$ cat src/rtl/agu_pkg.sv
package agu_pkg;
  localparam int NPTR = 4;
  localparam int PTRW = $clog2(NPTR);

  typedef enum logic [2:0] {
    STEP_NONE = 3'd0,
    STEP_P1   = 3'd1,
    STEP_M1   = 3'd2,
    STEP_P2   = 3'd3,
    STEP_J    = 3'd4,
    STEP_K    = 3'd5
  } step_e;

  typedef struct packed {
    logic            capture;
    logic            direct;
    logic            stepEn;
    step_e           step;
    logic [PTRW-1:0] ptrIdx;
  } strobe_t;
endpackage

$ cat src/rtl/agu_ctrl.sv
module agu_ctrl
  import agu_pkg::*;
(
  input  logic            reqValid,
  input  logic [1:0]      reqMode,
  input  logic [PTRW-1:0] ptrSel,
  input  logic [2:0]      incSel,
  output strobe_t         st
);
  step_e stepSel;

  always_comb begin
    stepSel = STEP_NONE;
    if (!reqMode[1]) begin
      unique case (incSel)
        3'd1:    stepSel = STEP_P1;
        3'd2:    stepSel = STEP_M1;
        3'd3:    stepSel = reqMode[0] ? STEP_P2 : STEP_NONE;
        3'd4:    stepSel = STEP_J;
        3'd5:    stepSel = STEP_K;
        default: stepSel = STEP_NONE;
      endcase
    end
  end

  always_comb begin
    st = '0;
    if (reqValid) begin
      st.capture = 1'b1;
      st.direct  = reqMode[1];
      st.ptrIdx  = ptrSel;
      st.step    = stepSel;
      st.stepEn  = (stepSel != STEP_NONE);
    end
  end
endmodule

$ cat src/rtl/agu_dpath.sv
module agu_dpath
  import agu_pkg::*;
#(
  parameter int AW    = 16,
  parameter int BASEW = 11,
  parameter int REGW  = 4,
  localparam int DIRW = AW - BASEW
) (
  input  logic            clk,
  input  logic            rstN,
  input  strobe_t         st,
  input  logic            wrEn,
  input  logic [3:0]      wrSel,
  input  logic [AW-1:0]   wrData,
  input  logic [DIRW-1:0] dirField,
  input  logic [REGW-1:0] dirReg,
  output logic [AW-1:0]   addrQ,
  output logic            validQ,
  output logic [REGW-1:0] moveQ
);
  logic [AW-1:0]    ptrQ [NPTR];
  logic [AW-1:0]    rbQ, reQ, jQ, kQ;
  logic [BASEW-1:0] baseQ;
  logic [AW-1:0]    curPtr, delta, sum, nextPtr;
  logic             wrapHit;

  assign curPtr = ptrQ[st.ptrIdx];

  always_comb begin
    unique case (st.step)
      STEP_P1: delta = AW'(1);
      STEP_M1: delta = '1;
      STEP_P2: delta = AW'(2);
      STEP_J:  delta = jQ;
      STEP_K:  delta = kQ;
      default: delta = '0;
    endcase
  end

  assign sum     = curPtr + delta;
  assign wrapHit = (rbQ != '0) && (curPtr == reQ) && (st.step != STEP_M1);
  assign nextPtr = wrapHit ? rbQ : sum;

  for (genvar g = 0; g < NPTR; g++) begin : g_ptr
    logic [AW-1:0] q;
    logic          wrHit, stepHit;
    assign wrHit   = wrEn && (wrSel == 4'(g));
    assign stepHit = st.capture && !st.direct && st.stepEn && (st.ptrIdx == PTRW'(g));
    always_ff @(posedge clk) begin
      if (!rstN)        q <= '0;
      else if (wrHit)   q <= wrData;
      else if (stepHit) q <= nextPtr;
    end
    assign ptrQ[g] = q;
  end

  always_ff @(posedge clk) begin
    if (!rstN) begin
      rbQ   <= '0;
      reQ   <= '0;
      jQ    <= '0;
      kQ    <= '0;
      baseQ <= '0;
    end else if (wrEn) begin
      case (wrSel)
        4'd4: rbQ   <= wrData;
        4'd5: reQ   <= wrData;
        4'd6: jQ    <= wrData;
        4'd7: kQ    <= wrData;
        4'd8: baseQ <= wrData[BASEW-1:0];
        default: ;
      endcase
    end
  end

  always_ff @(posedge clk) begin
    if (!rstN) begin
      validQ <= 1'b0;
      addrQ  <= '0;
      moveQ  <= '0;
    end else begin
      validQ <= st.capture;
      if (st.capture) begin
        addrQ <= st.direct ? {baseQ, dirField} : curPtr;
        moveQ <= st.direct ? dirReg : '0;
      end
    end
  end
endmodule

$ cat src/rtl/agu_decode.sv
module agu_decode #(
  parameter int          AW       = 16,
  parameter int          NBANK    = 4,
  parameter logic [15:0] IOSEL    = 16'h4010,
  localparam int         BANKW    = 10,
  localparam int         BIDXW    = AW - BANKW,
  localparam int         ONCHIP   = NBANK << BANKW
) (
  input  logic [AW-1:0]    addr,
  input  logic             valid,
  output logic [NBANK-1:0] bankEn,
  output logic             eramHiEn,
  output logic             eramLoEn,
  output logic             ioEn,
  output logic             ioSelEn
);
  logic onChip, inIo;

  assign onChip = ({{(32-AW){1'b0}}, addr} < ONCHIP);
  assign inIo   = !onChip && (addr[AW-1:12] == 4'h4);

  for (genvar g = 0; g < NBANK; g++) begin : g_bank
    assign bankEn[g] = valid && onChip && (addr[AW-1:BANKW] == BIDXW'(g));
  end

  assign ioEn     = valid && inIo;
  assign eramHiEn = valid && !onChip && !inIo && addr[AW-1];
  assign eramLoEn = valid && !onChip && !inIo && !addr[AW-1];
  assign ioSelEn  = valid && (addr == IOSEL);
endmodule

$ cat src/rtl/agu_top.sv
module agu_top
  import agu_pkg::*;
#(
  parameter int          AW    = 16,
  parameter int          BASEW = 11,
  parameter int          NBANK = 4,
  parameter logic [15:0] IOSEL = 16'h4010,
  localparam int         DIRW  = AW - BASEW
) (
  input  logic             clk,
  input  logic             rstN,
  input  logic             wrEn,
  input  logic [3:0]       wrSel,
  input  logic [AW-1:0]    wrData,
  input  logic             reqValid,
  input  logic [1:0]       reqMode,
  input  logic [PTRW-1:0]  ptrSel,
  input  logic [2:0]       incSel,
  input  logic [DIRW-1:0]  dirField,
  input  logic [3:0]       dirReg,
  output logic             addrValid,
  output logic [AW-1:0]    addr,
  output logic [3:0]       moveReg,
  output logic [NBANK-1:0] bankEn,
  output logic             eramHiEn,
  output logic             eramLoEn,
  output logic             ioEn,
  output logic             ioSelEn
);
  strobe_t st;

  agu_ctrl ctrl_i (
    .reqValid(reqValid), .reqMode(reqMode), .ptrSel(ptrSel),
    .incSel(incSel), .st(st)
  );

  agu_dpath #(.AW(AW), .BASEW(BASEW), .REGW(4)) dpath_i (
    .clk(clk), .rstN(rstN), .st(st), .wrEn(wrEn), .wrSel(wrSel),
    .wrData(wrData), .dirField(dirField), .dirReg(dirReg),
    .addrQ(addr), .validQ(addrValid), .moveQ(moveReg)
  );

  agu_decode #(.AW(AW), .NBANK(NBANK), .IOSEL(IOSEL)) dec_i (
    .addr(addr), .valid(addrValid), .bankEn(bankEn),
    .eramHiEn(eramHiEn), .eramLoEn(eramLoEn), .ioEn(ioEn), .ioSelEn(ioSelEn)
  );
endmodule

$ cat config.mk
export PLATFORM = sky130hd
export DESIGN_NAME = agu_top
export DESIGN_NICKNAME = d
export VERILOG_FILES = /design/src/rtl/agu_pkg.sv /design/src/rtl/agu_ctrl.sv /design/src/rtl/agu_dpath.sv /design/src/rtl/agu_decode.sv /design/src/rtl/agu_top.sv
export SDC_FILE = /design/constraint.sdc
export NUM_CORES = 1
export LEC_CHECK = 0
export BUFFER_PORTS_ARGS = -buffer_cell sky130_fd_sc_hd__buf_4
export CORE_AREA = 2 2 127 129
export CTS_CLUSTER_SIZE = 8
export DETAILED_ROUTE_END_ITERATION = 10
export DIE_AREA = 0 0 129 131
export GPL_ROUTABILITY_DRIVEN = 1
export PLACE_DENSITY_LB_ADDON = 0.05
export RECOVER_POWER = 50
export SLEW_MARGIN = 20
export SYNTH_ARGS = -nofsm -noshare
export SYNTH_HDL_FRONTEND = slang
export SYNTH_SLANG_ARGS = --single-unit
$ cat constraint.sdc
create_clock -name clk -period 6.4 [get_ports clk]
set_input_delay 0 -clock clk [delete_from_list [all_inputs] [get_ports clk]]
set_output_delay 0 -clock clk [all_outputs]
set_load 0.1 [all_outputs]
==> results <==
- The flow ran to the end, but the final reports show violations.
- The final reports fail on max-capacitance violations, max-slew violations.
- The number of global-route vias before repair is 8244.
- The total I/O pin count is 69.
- Traced cell by cell, the critical path runs through buf_4 > clkinvlp_2 > clkbuf_1 > nor2_1 > o21ai_0 > o22ai_1.
- The critical path is of the input pin to flip-flop type.
- Of all flip-flops after synthesis, the portion carrying an async set or reset was 0%.
- Across the run, the number of max-cap violations was 3.
- The post-CTS repair timing setup buffer count is 0.
- The netlist area before placement is 9190 um^2.
- The final count of pins violating max slew is between 100 and 150.
- For this run, the register share of the synthesized area comes to 34.9%.
- Clock latency on the worst-skew pair, taken at its later pin, is approximately 0.43 ns.
- The arrival time at the worst endpoint is ~5 ns.
- The most used flip-flop cell after synthesis is sky130_fd_sc_hd__dfxtp_1.
- The maximum vdd ir drop is 0.194 mV.
- The global routing usage summed across all routing layers is 37.7%.
- Before antenna repair, the detailed router went through 8 iterations.
- The total core area is 15600 um^2.
- Clock-pin slew was measured on the worst setup and hold paths at 0.07 ns.
- The final-layout setup total negative slack is 0 ns.
- From bottom edge to top edge, the die measures 131 um.
- The number of antenna diodes in the final layout is 0.
- Each instance of the synthesized netlist takes up on average 7.81 um^2.
- The count of standard-cell rows is 46.
- The first global-routing pass estimated 47800 um of wire.
- Once layout is done, the placed cells without fillers occupy 10400 um^2.
- Setup violations remaining at the end of the flow were counted as 0.
- From left edge to right edge, the die measures 129 um.
- The detailed router finished its first iteration with approximately 1100 violations.
- For this design the static power due to leakage is 4.11 nW.
- In this run, synthesis produced a sequential element count of 160.
- Across all layers, the routed design uses 9230 vias.
- The full die area is between 15000 and 20000 um^2.
- The worst path needs 4.59 ns of the cycle, external delays included.
- The total cell area at the placement stage is between 9000 and 10000 um^2.
- In this run the worst hold path is classified as input pin to flip-flop.
- In the routed design, unresolved DRC markers number 0.
- For this run, the number of Yosys warnings is 0.
- The fraction of final layout cells with drive strength greater than 1 is 10.5%.
- In this run the worst path has a maximum fanout of 78.
- The largest incremental delay on the critical path is 2.57 ns.
- The data required time at the worst endpoint is 6.71 ns.
- Clock skew on the completed layout was measured at approximately 0.0075 ns.
- The wire-length estimate of the detail-placed layout is 21500 um.
- The clock tree root buffer cell is sky130_fd_sc_hd__clkbuf_16.
- Dividing the detail-routed wire length by the instance count gives 22.3 um.
- The final-stage net count is 1265.
- The number of H-tree levels is 4.
- The layout has roughly 1400 filler cells.
- The overall overflow remaining after global route is 0.
- The post-synth net total is 1233.
- The detailed-route vias per instance is 6.42.
- The number of buffers added on ports is 68.
- The pin count of the biggest net entering global routing is 79.
- The critical path's slowest cell is sky130_fd_sc_hd__clkbuf_1.
- In this run, CTS created clock tree buffers numbering 17.
- Leaving out fill and tap cells, the most frequent cell in the layout is sky130_fd_sc_hd__nor2_1.
- After technology mapping, the gate count stands at 1177.
- The CTS tree is built.
- At the pin with the least slew margin, the transition time is 3.57 ns.
- The worst setup path is captured at a flip-flop.
- For this design the ratio of total power to cell area is 232 nW/um^2.
- Setup repair after global routing left no endpoint under its margin.
- Derived from the worst setup path, the maximum achievable clock frequency is 218 MHz.
- The number of sinks driven by the clock tree is 160.
- The top cell types in the final layout, fill and taps aside, are 209 x sky130_fd_sc_hd__nor2_1, 160 x sky130_fd_sc_hd__dfxtp_1, 125 x sky130_fd_sc_hd__nand2_1, 98 x sky130_fd_sc_hd__a21oi_1, 79 x sky130_fd_sc_hd__mux2i_1.
- The maximum clock path buffer count is 2.
- The starting density of the core is between 50% and 60%.
- The number of antenna violations at the first check in global routing is 0.
- The worst max-slew margin expressed relative to the limit is -138%.
- Relative to the synthesized area, the layout overhead comes to 12.9%.
- The detail route stage leaves a number of antenna-violating nets equal to 0.
- The congestion estimate from routability-driven global placement came to around 0.98.
- The number of distinct library cells after synthesis is between 70 and 80.
- For this block, the routed nets add up to 32000 um of wire.
- The count of flip-flops with a built-in enable after synthesis is 0.
- The final hold violation count is 0.
- The portion of the clock cycle consumed by the worst path in the final layout is 71.7%.
- STA classifies the critical path startpoint as an input pin.
## critical path: cells and delay by family
kind | cells | cell delay [ns]
compound gates | 2 | 0.44
buf+inv | 3 | 3.55
simple gates | 1 | 0.91
## cell type report
cell class                      count  area, um^2  share of cell area (%)
Clock buffer                       20         447                    4.31
Timing Repair Buffer              103         729                    7.03
Multi-Input combinational cell    908        5540                    53.4
Inverter                           19        72.6                   0.699
Clock inverter                     12         111                    1.07
Sequential cell                   160        3200                    30.9
Tap cell                          216         270                    2.60
## state kept, by name, summed over array words and instances (netlist names)
register / count
dpath_i.kQ: 16
dpath_i.validQ: 1
dpath_i.jQ: 16
dpath_i.moveQ: 4
dpath_i.rbQ: 16
dpath_i.baseQ: 11
dpath_i.addrQ: 16
dpath_i.reQ: 16
dpath_i.g_ptr.q: 64
## repair_timing
| item | 4_1_cts | 5_1_grt |
|---|---|---|
| hold buffers | 23 | 0 |
| endpoints found under the hold margin | 101 | 0 |
| gates resized for setup | 0 | 0 |
| setup endpoints to repair | 0 | 0 |
## metal layers
layer  global-route usage, %  share of wire [%]  vias up
li1                        -                  -     4297
met3                    9.41                 11      127
met5                       0                  0        -
met1                    49.2                 40     4247
met2                    56.5                 43      559
met4                    23.1                6.3        0
## power by group
| group | leakage [nW] | switching (W) | total, W | internal (W) |
|---|---|---|---|---|
| registers | 1.30 | 0.0000227 | 0.00105 | 0.00102 |
| clock network | 0.255 | 0.000437 | 0.000983 | 0.000547 |
| logic | 2.56 | 0.000260 | 0.000377 | 0.000117 |
## kinds of logic after synthesis
family / share of synthesized area (%)
DFF: 34.9
buffers and inverters: 5.00
AOI/OAI and AO/OA: 22.0
adders and majority gates: 2.26
xor gates and xnor gates: 1.43
muxes: 11.4
and+or+nand+nor: 23.0
## cell usage after synthesis, types with 6 or more instances
cell type / n / share of area (%)
sky130_fd_sc_hd__o31ai_1: 16 / 1.3
sky130_fd_sc_hd__nor3_1: 7 / 0.38
sky130_fd_sc_hd__buf_1: 6 / 0.25
sky130_fd_sc_hd__and2_1: 8 / 0.54
sky130_fd_sc_hd__inv_1: 19 / 0.78
sky130_fd_sc_hd__buf_2: 7 / 0.38
sky130_fd_sc_hd__xnor2_1: 9 / 0.86
sky130_fd_sc_hd__nor2b_1: 7 / 0.48
sky130_fd_sc_hd__o21ai_0: 61 / 3.3
sky130_fd_sc_hd__mux2i_1: 79 / 8.6
sky130_fd_sc_hd__o311a_1: 26 / 2.8
sky130_fd_sc_hd__a211oi_1: 9 / 0.74
sky130_fd_sc_hd__a22oi_1: 6 / 0.49
sky130_fd_sc_hd__nor2_1: 210 / 8.6
sky130_fd_sc_hd__mux2_2: 22 / 2.7
sky130_fd_sc_hd__nor4_1: 10 / 0.68
sky130_fd_sc_hd__nand2b_1: 12 / 0.82
sky130_fd_sc_hd__ha_1: 15 / 2.0
sky130_fd_sc_hd__a21oi_1: 98 / 5.3
sky130_fd_sc_hd__or3_1: 8 / 0.54
sky130_fd_sc_hd__o211ai_1: 6 / 0.49
sky130_fd_sc_hd__dfxtp_1: 160 / 35
sky130_fd_sc_hd__nand2_1: 125 / 5.1
sky130_fd_sc_hd__xor2_1: 6 / 0.57
sky130_fd_sc_hd__and3_1: 20 / 1.4
sky130_fd_sc_hd__o32ai_1: 16 / 1.5
sky130_fd_sc_hd__clkbuf_1: 67 / 2.7
sky130_fd_sc_hd__o22ai_1: 20 / 1.4
sky130_fd_sc_hd__nand3_1: 29 / 1.6
## path summary, 6_finish.rpt
kind / start / to / slack, ns / cells after the start
max: rstN / dpath_i.g_ptr[3].q[10] / 1.81 / 6
min: dirField[2] / dpath_i.addrQ[2] / 0.006 / 5
max reg2reg: dpath_i.g_ptr[3].q[0] / dpath_i.g_ptr[1].q[12] / 2.30 / 14
min reg2reg: dpath_i.kQ[1] / dpath_i.kQ[1] / 0.45 / 2
## through the flow
stage          hold slack (ns)  setup WS, ns  utilization, %  instances  total power (W)
3_5_place_dp             0.294          1.78            62.1       1383          0.00143
4_1_cts               0.000879          2.21            67.2       1438          0.00240
2_1_floorplan            0.136          2.78               -       1177          0.00131
3_3_place_gp             0.289          1.92            62.1       1383          0.00142
5_1_grt                 0.0191          1.53            66.5       1438          0.00247
6_report               0.00572          1.81            66.5       1438          0.00241
(Power assumes the default switching activity.)
